<file path="config.mk">
export PLATFORM = sky130hd
export DESIGN_NAME = mac_guard
export DESIGN_NICKNAME = d
export VERILOG_FILES = /design/src/rtl/mac_pkg.sv /design/src/rtl/mac_ctrl.sv /design/src/rtl/mac_round_sat.sv /design/src/rtl/mac_datapath.sv /design/src/rtl/mac_guard.sv
export SDC_FILE = /design/constraint.sdc
export NUM_CORES = 1
export LEC_CHECK = 0
export BUFFER_PORTS_ARGS = -buffer_cell sky130_fd_sc_hd__buf_4
export CAP_MARGIN = 20
export CORE_ASPECT_RATIO = 2
export CORE_MARGIN = 2
export CORE_UTILIZATION = 35
export CTS_BUF_LIST = sky130_fd_sc_hd__clkbuf_4 sky130_fd_sc_hd__clkbuf_8
export DETAILED_ROUTE_END_ITERATION = 10
export PLACE_DENSITY = 0.62
export REMOVE_ABC_BUFFERS = 1
export SLEW_MARGIN = 5
export SYNTH_ARGS = -nofsm -noshare
export SYNTH_HDL_FRONTEND = slang
export SYNTH_HIERARCHICAL = 1
export SYNTH_SLANG_ARGS = --single-unit
</file>
<file path="constraint.sdc">
create_clock -name clk -period 7.9 [get_ports clk]
set_input_delay 1.185 -clock clk [delete_from_list [all_inputs] [get_ports clk]]
set_output_delay 1.185 -clock clk [all_outputs]
set_load 0.01 [all_outputs]
</file>
<file path="src/rtl/mac_pkg.sv">
package mac_pkg;

  typedef enum logic [2:0] {
    OP_IDLE  = 3'd0,
    OP_CLEAR = 3'd1,
    OP_ACCUM = 3'd2,
    OP_LOAD  = 3'd3,
    OP_EMIT  = 3'd4
  } macOp_e;

  // Strobes from the decoder to the datapath
  typedef struct packed {
    logic clrAcc;
    logic addProd;
    logic emit;
  } macCtrl_t;

endpackage

</file>
<file path="src/rtl/mac_ctrl.sv">
module mac_ctrl
  import mac_pkg::*;
(
  input  logic [2:0] op,
  output macCtrl_t   ctrl
);

  always_comb begin
    ctrl = '0;
    case (op)
      OP_CLEAR: ctrl.clrAcc = 1'b1;
      OP_ACCUM: ctrl.addProd = 1'b1;
      OP_LOAD: begin
        ctrl.clrAcc  = 1'b1;
        ctrl.addProd = 1'b1;
      end
      OP_EMIT: ctrl.emit = 1'b1;
      default: ctrl = '0;
    endcase
  end

endmodule

</file>
<file path="src/rtl/mac_round_sat.sv">
module mac_round_sat #(
  parameter int DATA_W  = 16,
  parameter int GUARD_W = 5
) (
  input  logic [2*DATA_W+GUARD_W-1:0] accIn,
  output logic [DATA_W-1:0]           resOut,
  output logic                        satOut
);

  localparam int ACC_W  = 2*DATA_W + GUARD_W;
  localparam int FRAC   = DATA_W - 1;
  localparam int TOP_LO = FRAC + DATA_W - 1;
  localparam logic [ACC_W:0] HALF = {{ACC_W{1'b0}}, 1'b1} << (FRAC - 1);
  localparam logic [DATA_W-1:0] POS_MAX = {1'b0, {(DATA_W-1){1'b1}}};
  localparam logic [DATA_W-1:0] NEG_MIN = {1'b1, {(DATA_W-1){1'b0}}};

  logic [ACC_W:0]        rounded;
  logic [ACC_W-TOP_LO:0] topBits;
  logic                  inRange;

  // One extra bit, so the half-step add cannot wrap at the very top
  assign rounded = {accIn[ACC_W-1], accIn} + HALF;
  assign topBits = rounded[ACC_W:TOP_LO];
  assign inRange = (&topBits) | ~(|topBits);

  always_comb begin
    if (inRange) begin
      resOut = rounded[TOP_LO:FRAC];
      satOut = 1'b0;
    end else begin
      resOut = rounded[ACC_W] ? NEG_MIN : POS_MAX;
      satOut = 1'b1;
    end
  end

endmodule

</file>
<file path="src/rtl/mac_datapath.sv">
module mac_datapath
  import mac_pkg::*;
#(
  parameter int DATA_W  = 16,
  parameter int GUARD_W = 5
) (
  input  logic              clk,
  input  logic              rstN,
  input  macCtrl_t          ctrl,
  input  logic [DATA_W-1:0] opA,
  input  logic [DATA_W-1:0] opB,
  output logic [DATA_W-1:0] result,
  output logic              resultValid,
  output logic              satHit
);

  localparam int PROD_W = 2*DATA_W;
  localparam int ACC_W  = PROD_W + GUARD_W;

  logic signed [PROD_W-1:0] prod;
  logic [ACC_W-1:0]         prodExt;
  logic [ACC_W-1:0]         acc;
  logic [ACC_W-1:0]         accBase;
  logic [DATA_W-1:0]        resNext;
  logic                     satNext;

  assign prod    = $signed(opA) * $signed(opB);
  assign prodExt = {{GUARD_W{prod[PROD_W-1]}}, prod};
  assign accBase = ctrl.clrAcc ? '0 : acc;

  always_ff @(posedge clk) begin
    if (!rstN) begin
      acc <= '0;
    end else if (ctrl.addProd) begin
      acc <= accBase + prodExt;
    end else if (ctrl.clrAcc) begin
      acc <= '0;
    end
  end

  mac_round_sat #(.DATA_W(DATA_W), .GUARD_W(GUARD_W)) u_rs (
    .accIn (acc),
    .resOut(resNext),
    .satOut(satNext)
  );

  always_ff @(posedge clk) begin
    if (!rstN) begin
      result      <= '0;
      satHit      <= 1'b0;
      resultValid <= 1'b0;
    end else begin
      resultValid <= ctrl.emit;
      if (ctrl.emit) begin
        result <= resNext;
        satHit <= satNext;
      end
    end
  end

endmodule

</file>
<file path="src/rtl/mac_guard.sv">
module mac_guard
  import mac_pkg::*;
#(
  parameter int DATA_W  = 16,
  parameter int GUARD_W = 5
) (
  input  logic              clk,
  input  logic              rstN,
  input  logic [2:0]        op,
  input  logic [DATA_W-1:0] opA,
  input  logic [DATA_W-1:0] opB,
  output logic [DATA_W-1:0] result,
  output logic              resultValid,
  output logic              satHit
);

  macCtrl_t ctrl;

  mac_ctrl u_ctrl (
    .op  (op),
    .ctrl(ctrl)
  );

  mac_datapath #(.DATA_W(DATA_W), .GUARD_W(GUARD_W)) u_dp (
    .clk        (clk),
    .rstN       (rstN),
    .ctrl       (ctrl),
    .opA        (opA),
    .opB        (opB),
    .result     (result),
    .resultValid(resultValid),
    .satHit     (satHit)
  );

endmodule

</file>
==> results list, run 1 <==
* Slowest CP cell: sky130_fd_sc_hd__fa_2
- Library cell occupying the most area in the post-synthesis netlist: sky130_fd_sc_hd__fa_1
* Placement row count: 105
- The number of antenna violations at the first check in global routing came to 1.
- The min-delay analysis places its worst path in the category flip-flop to flip-flop.
- For this block, the via count after detailed routing is 12,110.
- The flow ran to the end, but the final reports show violations.
- Final core utilization: 45.07%
* Weighted congestion at the end of routability-driven global placement: 0.9423
- Max clock buf depth: 2
- Once detail routing completed, the nets flagged for antenna violations numbered 0.
* Relative slew margins: 44.46%
- The tree is rooted in a sky130_fd_sc_hd__clkbuf_8.
- DR DRC count: 0
* Worst Path Buf+Inv: 6
* Instance count of the mapped netlist: 1,655
- Dividing the synthesized area by the synthesized cell count gives 8.785 sq um.
- For this run, the top clock speed supported by timing is 122.8 MHz.
- For this run the aggregate overflow at the end of global routing stands at 0.
- Max-cap violations in this run came to 0.
- Insertion delay to the later sink of the worst-skew pair: 0.35 ns
* Share of post-route cells with drive strength above 1: 26.25%
- Highest metal layer with signal wires: met4
- The setup path with the least slack is of type input port to flip-flop.
- The max-slew violation total from the final report came to 0.
- TritonCTS built the clock tree.
* Clock-pin slew of the registers on the worst-case setup and hold paths: 0.12 ns
- In this run, synthesis produced a sequential element count of 55.
* CP Max Fanout: 6
* Global-route wire length before repair: 65.47 mm
- After the last flow step, the layout net total stands at 2,365.
- Post-layout minimum cycle time: 8.144 ns
* Post-Route Skew: 0.02081 ns
- Using the TritonRoute via totals, the vias-per-cell ratio works out to 4.878.
- Type of element capturing the critical path: flip-flop
- Detailed placement ended at an HPWL of 33.55 mm.
* Actual slew at the worst max-slew pin: 0.8330 ns
- After synthesis, the largest area contributor takes up 36.21% of total cell area.
- Setup repair after global routing could not meet its margin everywhere.
- Number of distinct library cell variants in the gate-level netlist after synthesis: 75
* Async set or reset register ratio after synthesis: 0%
- Broken down by cell family, the worst path's largest delay share belongs to adder cells.
- For this block, the routed nets add up to 38.76 mm of wire.
- The detailed router put a total of 13.42 mm of wire on met1.
* Effective utilization at floorplan: 35.47%
- During I/O placement, the number of pins put on the boundary was 55.
- Setup violations remaining at the end of the flow were counted as 11.
* GRT Total Usage: 18.60%
- Layout overhead on the synthesized area: 27.07%
- The clock tree synthesis step divided the H-tree into 2 levels.
* Quantity of I/O buffers inserted on ports: 54
* Die H: 292.2 microns
- Final Hold Violating Endpoints: 0
- Summing all multi-input logic gate instances after layout gives 0.01260 sq mm.
- After layout, the worst path uses 103.1% of the clock period.
- Sinks on the clock net: 55
- Buffers inserted during clock tree synthesis total 5.
- STA puts the critical path data required time at 8.19 ns.
- Hold buffers post-CTS: 0
- The cell area that synthesis handed to floorplanning was 0.01454 sq mm.
- The pre-antenna-repair detailed-routing pass consisted of 4 iterations.
* Via count of the first global-routing pass: 13,680
* Placed cell count: 2,449
* Top_reg_cell synth: sky130_fd_sc_hd__dfxtp_1
- The share of the Yosys chip area taken by registers is 7.573%.
* Sum of met3 wire segment lengths after detailed routing: 467 microns
- Die width: 148.1 microns
- After detailed routing, the average wire length per cell comes to 15.61 microns.
- Yosys printed 6 warnings.
* Worst path arrival time: 8.43 ns
- Dominant cells by area after synthesis: sky130_fd_sc_hd__fa_1, sky130_fd_sc_hd__ha_1, sky130_fd_sc_hd__inv_1, sky130_fd_sc_hd__dfxtp_1, sky130_fd_sc_hd__and2_1
- Across the whole layout, storage elements account for 0.001101 sq mm.
- The final reports fail on negative setup slack.
- Highest cell delay on the worst timing path: 0.60 ns
- The die covers 0.04328 sq mm.
- The core region is 0.04099 sq mm.
* Number of DRC markers in iteration 0: 459
- After filler insertion, the fill cell instance count of the layout stands at 4,005.
- PnR worst setup slack: -0.2444 ns
* Non-filler cells in the finished layout: 2,483
- Entering global routing, the biggest net connects 42 pins.
- Crit start category: input port
* Number of enable-type register cells in the synthesized netlist: 0
- Detailed routing placed a total of 22.67 mm of wire on met2.
-- flip-flops by register name, indices dropped and copies added (netlist names) --
signal and flops:
u_dp/acc 37, u_dp/resultValid 1, u_dp/result 16, u_dp/satHit 1
-- worst register-to-register path, delay by kind of cell (launching register included) --
kind	cells	cell delay [ns]
muxes	1	0.17
xor gates and xnor gates	1	0.18
AOI/OAI and AO/OA	2	0.51
DFF	1	0.47
and+or+nand+nor	5	1.36
adders and majority gates	1	0.23
-- per-layer routing --
layer / global-route usage (%) / vias up
met2: 37.50 / 185
met4: 9.686 / 0
met3: 0.7477 / 95
met1: 18.77 / 6062
li1: - / 5771
met5: 0 / -
-- area by class of cell --
class                           count  share of cell area (%)
Multi-Input combinational cell   1227                   68.19
Timing Repair Buffer              336                   15.14
Inverter                          321                   6.522
Sequential cell                    55                   5.960
Tap cell                          535                   3.623
Clock buffer                        6                  0.4470
Clock inverter                      2                  0.1084
Antenna cell                        1                 0.01355
-- cell usage in the layout (no fill, tap or decap), types with 9 or more instances in the layout --
master	synthesis	layout
sky130_fd_sc_hd__a211oi_1	15	10
sky130_fd_sc_hd__a21o_1	29	29
sky130_fd_sc_hd__a21oi_1	59	40
sky130_fd_sc_hd__a21oi_2	10	27
sky130_fd_sc_hd__and2_1	132	117
sky130_fd_sc_hd__and2_4	1	16
sky130_fd_sc_hd__and3_1	13	10
sky130_fd_sc_hd__buf_12	1	9
sky130_fd_sc_hd__buf_4	1	289
sky130_fd_sc_hd__buf_6	1	33
sky130_fd_sc_hd__dfxtp_1	55	55
sky130_fd_sc_hd__fa_1	263	256
sky130_fd_sc_hd__ha_1	119	105
sky130_fd_sc_hd__ha_4	0	11
sky130_fd_sc_hd__inv_1	321	304
sky130_fd_sc_hd__inv_2	0	17
sky130_fd_sc_hd__mux2i_1	38	38
sky130_fd_sc_hd__nand2_1	155	151
sky130_fd_sc_hd__nand2b_1	9	9
sky130_fd_sc_hd__nand3_1	12	11
sky130_fd_sc_hd__nor2_1	89	86
sky130_fd_sc_hd__nor2b_1	39	39
sky130_fd_sc_hd__o21a_1	11	10
sky130_fd_sc_hd__o21ai_0	29	15
sky130_fd_sc_hd__o21ai_2	1	9
sky130_fd_sc_hd__xnor2_1	59	54
sky130_fd_sc_hd__xor2_1	17	17
-- worst paths after layout --
check                                    start        endpoint  slack [ns]  depth (start not counted)
worst max-delay path                    opB[6]    u_dp/acc[36]       -0.24                         32
worst min-delay path            u_dp/result[0]  u_dp/result[0]        0.50                          2
worst max register to register    u_dp/acc[14]  u_dp/result[1]        4.88                         10
worst min register to register  u_dp/result[0]  u_dp/result[0]        0.50                          2
-- through the flow --
| stage | TNS [ns] | setup slack (ns) | hold WS (ns) | cell area [sq um] |
|---|---|---|---|---|
| floorplan | -2.201 | -0.4857 | 0.5315 | 14320 |
| global placement | -14.08 | -1.034 | 0.4820 | 17410 |
| detailed placement | -14.74 | -1.111 | 0.4834 | 17410 |
| CTS | -1.146 | -0.3685 | 0.5133 | 18150 |
| global route | -5.105 | -0.5398 | 0.5319 | 18470 |
| finish | -1.408 | -0.2444 | 0.5048 | 18470 |
-- repair_timing --
action	4_1_cts	5_1_grt
cloned	0	0
endpoints found under the setup margin	18	21
buffers inserted	13	12
resized for setup	145	49
pin swaps	115	66
-- Yosys cell counts, types with 3 or more instances --
master and number:
sky130_fd_sc_hd__nor2_1 89, sky130_fd_sc_hd__fa_1 263, sky130_fd_sc_hd__dfxtp_1 55, sky130_fd_sc_hd__buf_1 5, sky130_fd_sc_hd__or2_2 6, sky130_fd_sc_hd__and4_1 4
sky130_fd_sc_hd__nand3_1 12, sky130_fd_sc_hd__a31o_2 3, sky130_fd_sc_hd__nand4b_1 4, sky130_fd_sc_hd__and2_2 3, sky130_fd_sc_hd__nor3_1 10, sky130_fd_sc_hd__a21oi_2 10
sky130_fd_sc_hd__a21oi_1 59, sky130_fd_sc_hd__nand4_1 8, sky130_fd_sc_hd__a211oi_1 15, sky130_fd_sc_hd__o21ai_0 29, sky130_fd_sc_hd__or3_1 8, sky130_fd_sc_hd__mux2i_1 38
sky130_fd_sc_hd__a31oi_1 10, sky130_fd_sc_hd__o211ai_1 8, sky130_fd_sc_hd__and2_1 132, sky130_fd_sc_hd__and3_1 13, sky130_fd_sc_hd__nand2_1 155, sky130_fd_sc_hd__nor2b_1 39
sky130_fd_sc_hd__a211o_1 3, sky130_fd_sc_hd__xor2_1 17, sky130_fd_sc_hd__xnor2_1 59, sky130_fd_sc_hd__nand2b_1 9, sky130_fd_sc_hd__o31ai_1 3, sky130_fd_sc_hd__o21a_1 11
sky130_fd_sc_hd__a21boi_0 3, sky130_fd_sc_hd__inv_1 321, sky130_fd_sc_hd__o21bai_1 8, sky130_fd_sc_hd__a21o_1 29, sky130_fd_sc_hd__clkbuf_1 44, sky130_fd_sc_hd__ha_1 119
sky130_fd_sc_hd__o2111ai_1 3
-- kinds of logic after synthesis --
group,synth area share (%)
adder cells (fa/ha/maj),46.45
AND/OR/NAND/NOR,18.51
multiplexers,2.616
AO/OA/AOI/OAI,10.45
buffers and inverters,9.819
XOR/XNOR,4.578
flip-flops,7.573
Power of run 1 is not shown: default switching activity piles up to over one toggle a cycle in this logic, so the estimate is an artifact.
==> run 2, diff against run 1 <==
--- a/config.mk
+++ b/config.mk
@@ -6,7 +6,6 @@
 export NUM_CORES = 1
 export LEC_CHECK = 0
 export BUFFER_PORTS_ARGS = -buffer_cell sky130_fd_sc_hd__buf_4
-export CAP_MARGIN = 20
 export CORE_ASPECT_RATIO = 2
 export CORE_MARGIN = 2
 export CORE_UTILIZATION = 35
@@ -14,6 +13,7 @@
 export DETAILED_ROUTE_END_ITERATION = 10
 export PLACE_DENSITY = 0.62
 export REMOVE_ABC_BUFFERS = 1
+export SETUP_SLACK_MARGIN = 0.2
 export SLEW_MARGIN = 5
 export SYNTH_ARGS = -nofsm -noshare
 export SYNTH_HDL_FRONTEND = slang
==> run 2 against run 1 <==
The flow still finishes with violations (negative setup slack); die area unchanged; final cell count increased by 0.48%; via count rose by 0.59%; critical endpoint unchanged; sequential share of layout area is 0.085 points lower; final area rose by 1.4%; critical path depth stayed put; worst hold slack improved by 0.00066 ns; register-to-register slack barely moved; global-route usage barely moved.
==> results list, run 2 (synthesis gave the netlist of run 1 again) <==
- Cell with the most instances on the worst path: sky130_fd_sc_hd__fa_1
- In the final layout, the registers with the most flip-flops are u_dp/acc: 37 flops, u_dp/result: 16 flops.
* Hold Path Class: flip-flop to flip-flop
* Upper clock frequency limit: 122.4 MHz
* Clock H-tree levels: 2
* Insertion delay to the later sink of the worst-skew pair: 0.35 ns
- Clock-pin slew was measured on the worst setup and hold paths at 0.12 ns.
- Summed over all failing endpoints, the final setup total negative slack is -1.737 ns.
- The run finished, with violations left.
* Failing checks: negative setup slack
* Effective utilization at floorplan: 35.47%
- Share of post-route cells with drive strength above 1: 28.13%
- The max-slew violation total from the final report came to 0.
- Quantity of I/O buffers inserted on ports: 54
- Pin count of the biggest net entering global routing: 42
- Die width: 148.1 microns
- The worst setup path is launched from an input port.
* Post-Route Skew: 0.01969 ns
- Number of DRC markers in iteration 0: 408
- Via count of the first global-routing pass: 13,730
- With fillers left out, the area of the finished cells amounts to 0.01874 sq mm.
- Most common library cell in the layout ignoring fill and taps: sky130_fd_sc_hd__inv_1
- Average wire length per cell after detail routing: 15.68 microns
- Global routing used 18.65% of the available tracks.
* Weighted congestion at the end of routability-driven global placement: 0.9423
- The sequential cells in the finished layout cover a total of 0.001101 sq mm.
* Sinks on the clock net: 55
* DR DRC count: 0
- Global routing finished with a remaining overflow of 0.
- The register with the most flip-flops in the layout has 37 of them.
* Register name with the most flops: u_dp/acc
* Initial DRT Pass Iterations: 4
* PnR worst setup slack: -0.2707 ns
- Layout overhead on the synthesized area: 28.91%
- Via density per instance: 4.883
- Routed via count: 12,180
* Post-Place Setup Slack: -1.111 ns
* Global-route wire length before repair: 65.66 mm
- Count of endpoints failing setup in the final report: 14
- Commonest cells after routing, fill and taps aside: sky130_fd_sc_hd__inv_1, sky130_fd_sc_hd__buf_4, sky130_fd_sc_hd__fa_1
* Data required time at the worst endpoint: 8.19 ns
* CTS tree: built
- Setup repair after global routing could not meet its margin everywhere.
- Type of element capturing the critical path: flip-flop
* Placement row count: 105
* Worst Path Buf+Inv: 6
- In the finished design, the share of the clock period the worst path needs comes to 103.4%.
- WS Path Type: input port to flip-flop
- The number of antenna violations at the first check in global routing is 1.
- Count of antenna-violating nets left after detailed routing: 0
- The slowest stage of the critical path belongs to the cell sky130_fd_sc_hd__fa_2.
* Final Hold Violating Endpoints: 0
- Clk root buf: sky130_fd_sc_hd__clkbuf_8
- The floorplan step defined a core boundary enclosing 0.04099 sq mm.
- Actual slew at the worst max-slew pin: 1.060 ns
- # IOs: 55
- Broken down by cell family, the worst path's largest delay share belongs to adder cells.
- Counting the fill cells in the layout gives 3,964.
- Highest cell delay on the worst timing path: 0.59 ns
- The worst pin sits at a relative slew slack of 29.27%.
- In this run the deepest clock path goes through 2 buffers.
- The die covers 0.04328 sq mm.
* Die H: 292.2 microns
* Total clock buffers created by CTS: 5
- Total Routed Length: 39.12 mm
- In the final layout, the multi-input gates occupy 0.01270 sq mm.
* Maxcap violations: 0
- HPWL Detailed: 33.55 mm
* CP Max Fanout: 5
- Post-layout minimum cycle time: 8.171 ns
* Post-Place Cell Area: 0.01741 sq mm
* Count of nets after finishing: 2,377
* Worst path arrival time: 8.46 ns
run 2: cell count changes in the layout (fill, tap and decap cells not counted), sizes merged:
cell | previous run | this run
buf | 336 | 348
run 2: final timing paths:
| check | start | end | slack, ns | depth (start not counted) |
|---|---|---|---|---|
| max | opA[9] | u_dp/acc[36] | -0.27 | 32 |
| min | u_dp/result[0] | u_dp/result[0] | 0.51 | 2 |
| max reg2reg | u_dp/acc[0] | u_dp/acc[28] | 4.87 | 12 |
| min reg2reg | u_dp/result[0] | u_dp/result[0] | 0.51 | 2 |
run 2: what timing repair did:
| item | CTS | global route |
|---|---|---|
| setup buffers | 16 | 21 |
| resized for setup | 165 | 86 |
| pin swaps | 128 | 104 |
| endpoints found under the setup margin | 20 | 23 |
| hold buffers | 0 | 0 |
run 2: cell type report:
cell class              instances  share of cell area, %
well taps                     535                  3.572
repair buffers                348                  15.81
clock buffers                   6                 0.4406
flip-flops and latches         55                  5.875
multi-input cells            1227                  67.75
clock inverters                 2                 0.1068
inverters                     321                  6.429
diodes                          1                0.01335
run 2: layer usage:
layer / vias to the layer above / track usage, % / share of wire [%]
met5: - / 0 / 0
li1: 5794 / - / -
met3: 96 / 0.7321 / 1.4
met2: 212 / 37.75 / 58
met4: 0 / 9.338 / 5.7
met1: 6082 / 18.85 / 35
run 2: worst reg2reg max path, cell delays in order (launching register included):
cell and delay, ns:
sky130_fd_sc_hd__dfxtp_1 0.32, sky130_fd_sc_hd__nor2b_1 0.17, sky130_fd_sc_hd__ha_1 0.22, sky130_fd_sc_hd__fa_1 0.21, sky130_fd_sc_hd__a21oi_1 0.09, sky130_fd_sc_hd__nand4b_1 0.23, sky130_fd_sc_hd__a21o_1 0.26, sky130_fd_sc_hd__a211oi_4 0.28
sky130_fd_sc_hd__o31ai_4 0.11, sky130_fd_sc_hd__a2111oi_4 0.48, sky130_fd_sc_hd__o211ai_2 0.15, sky130_fd_sc_hd__a21o_1 0.19, sky130_fd_sc_hd__a32o_1 0.25
run 2: metrics by stage:
step           hold WS (ns)  util (%)  std cells
2_1_floorplan        0.5315         -       1603
3_3_place_gp         0.4820     42.48       2449
3_5_place_dp         0.4834     42.48       2449
4_1_cts              0.5133     44.55       2473
5_1_grt              0.5320     45.72       2495
6_report             0.5054     45.72       2495
Power of run 2 is left out for the same reason.
==> run 3, diff against run 2 <==
--- a/config.mk
+++ b/config.mk
@@ -8,10 +8,11 @@
 export BUFFER_PORTS_ARGS = -buffer_cell sky130_fd_sc_hd__buf_4
 export CORE_ASPECT_RATIO = 2
 export CORE_MARGIN = 2
-export CORE_UTILIZATION = 35
+export CORE_UTILIZATION = 40
 export CTS_BUF_LIST = sky130_fd_sc_hd__clkbuf_4 sky130_fd_sc_hd__clkbuf_8
 export DETAILED_ROUTE_END_ITERATION = 10
-export PLACE_DENSITY = 0.62
+export HOLD_SLACK_MARGIN = 0.08
+export PLACE_DENSITY = 0.68
 export REMOVE_ABC_BUFFERS = 1
 export SETUP_SLACK_MARGIN = 0.2
 export SLEW_MARGIN = 5
==> run 3 against run 2 <==
The run still ends with negative setup slack left; global-route usage is 2.6 points higher; via count is 0.34% higher; count of clock-buffer cells in the layout stayed put; non-clock buffer count is 1 higher; critical path type unchanged.
==> results list, run 3 (synthesis gave the netlist of run 1 again) <==
* Status: finished, violations left
* Failing checks: negative setup slack
- Global routing used 21.21% of the available tracks across all layers.
- The region available for standard cell placement spans 0.03580 sq mm.
- Worst path arrival time: 8.61 ns
- After detailed routing, the number of vias per cell comes to 5.073.
- TritonCTS built the clock tree.
- Count of antenna-violating nets left after detailed routing: 0
- Setup repair after global routing could not meet its margin everywhere.
- In this run the tool buffered the top-level ports with 54 buffer cells.
- Actual slew at the worst max-slew pin: 1.055 ns
* Routed via count: 12,230
* Average wire length per cell after detail routing: 16.05 microns
- Largest registers in the final layout: u_dp/acc: 37 flops, u_dp/result: 16 flops
* Total Die Area: 0.03798 sq mm
- Sinks on the clock net: 55
* HPWL Detailed: 32.72 mm
* Relative slew margins: 29.62%
- # IOs: 55
* Insertion delay to the later sink of the worst-skew pair: 0.34 ns
- Total congestion overflow after global routing: 0
* Highest cell delay on the worst timing path: 0.59 ns
* Upper clock frequency limit: 120.1 MHz
- Before antenna repair, the detailed router went through 6 iterations.
* Clock-pin slew of the registers on the worst-case setup and hold paths: 0.12 ns
* Clock H-tree levels: 2
* Count of nets after finishing: 2,378
- Pin count of the biggest net entering global routing: 39
* Weighted congestion at the end of routability-driven global placement: 0.9266
- Post-Place Setup Slack: -1.196 ns
* Placement row count: 98
- Hold repair after CTS inserted 0 buffers.
* Post-Route Skew: 0.01567 ns
* Maxcap violations: 0
- Die H: 273.6 microns
* Period utilization: 105.4%
- Along the worst path, the maximum fanout reaches 5.
- The cell sitting at the root of the clock tree is a sky130_fd_sc_hd__clkbuf_8.
- In the post-route analysis, the smallest setup slack over all paths is -0.4263 ns.
- The library cell used most frequently in the layout, excluding fill and tap cells, is sky130_fd_sc_hd__buf_4.
- No sink is reached through more buffers than the 2 on the longest clock path.
* Effective utilization at floorplan: 40.61%
- Slowest CP cell: sky130_fd_sc_hd__fa_2
- In the layout the commonest cells are sky130_fd_sc_hd__buf_4, sky130_fd_sc_hd__inv_1, sky130_fd_sc_hd__fa_1.
- Die width: 138.8 microns
* Total clock buffers created by CTS: 5
- STA classifies the critical path endpoint as a flip-flop.
- Setup total negative slack on the finished layout was measured at -2.267 ns.
* Global-route wire length before repair: 66.39 mm
- The max-slew violation total from the final report came to 0.
* Total Routed Length: 38.68 mm
- DR DRC count: 0
* Initial antenna violation count: 0
- The register with the most flip-flops in the layout has 37 of them.
- Final Hold Violating Endpoints: 0
- The critical path is of the input port to flip-flop type.
- Number of fill cells: 3,251
- Crit start category: input port
- Post-layout minimum cycle time: 8.326 ns
- The repair_antennas step left the layout with diodes totalling 0.
- Number of DRC markers in iteration 0: 462
* Hold Path Class: flip-flop to flip-flop
- Layout overhead on the synthesized area: 27.68%
- STA puts the critical path data required time at 8.18 ns.
- Count of endpoints failing setup in the final report: 13
* Register name with the most flops: u_dp/acc
* Via count of the first global-routing pass: 14,110
- The post-route netlist has 28.62% of its cells at a drive strength greater than 1.
[run 3: final timing paths]
path / startpoint / endpoint / slack (ns) / cells after the start
worst min-delay path: u_dp/result[10] / u_dp/result[10] / 0.51 / 2
worst max-delay path: opA[9] / u_dp/acc[36] / -0.43 / 36
worst max register to register: u_dp/acc[0] / u_dp/acc[36] / 4.75 / 14
worst min register to register: u_dp/result[10] / u_dp/result[10] / 0.51 / 2
[run 3: area by class of cell]
type | count | area [sq um] | area share (%)
clock buffers | 6 | 82.58 | 0.4449
multi-input cells | 1227 | 12790 | 68.91
clock inverters | 2 | 17.52 | 0.09437
repair buffers | 349 | 2803 | 15.10
well taps | 450 | 563.0 | 3.033
inverters | 321 | 1205 | 6.491
flip-flops and latches | 55 | 1101 | 5.932
[run 3: critical path, delay by kind of cell]
family	cells	cell delay [ns]
multiplexers	2	0.43
AND/OR/NAND/NOR	4	0.37
AO/OA/AOI/OAI	12	1.88
XOR/XNOR	1	0.17
adder cells (fa/ha/maj)	8	3.59
buffers and inverters	9	0.99
[run 3: stage by stage]
stage / hold slack (ns) / area (sq um) / utilization [%] / std cells
global route: 0.5472 / 18560 / 51.85 / 2410
global placement: 0.4793 / 17280 / 48.27 / 2369
floorplan: 0.5315 / 14320 / - / 1603
finish: 0.5146 / 18560 / 51.85 / 2410
CTS: 0.5205 / 18150 / 50.70 / 2401
detailed placement: 0.4895 / 17280 / 48.27 / 2369
[run 3: repair_timing]
item                                    4_1_cts  5_1_grt
setup buffers                                24        9
pin swaps                                   117       64
endpoints found under the setup margin       20       23
resized for setup                           158       86
[run 3: per-layer routing]
metal | track usage (%) | routed length [microns] | vias up
met5 | 0 | 0 | -
met4 | 11.83 | 2216 | 0
met3 | 0.8572 | 617 | 109
met2 | 43.12 | 22730 | 222
met1 | 21.12 | 13110 | 6107
li1 | - | - | 5788
Power of run 3 is left out for the same reason.
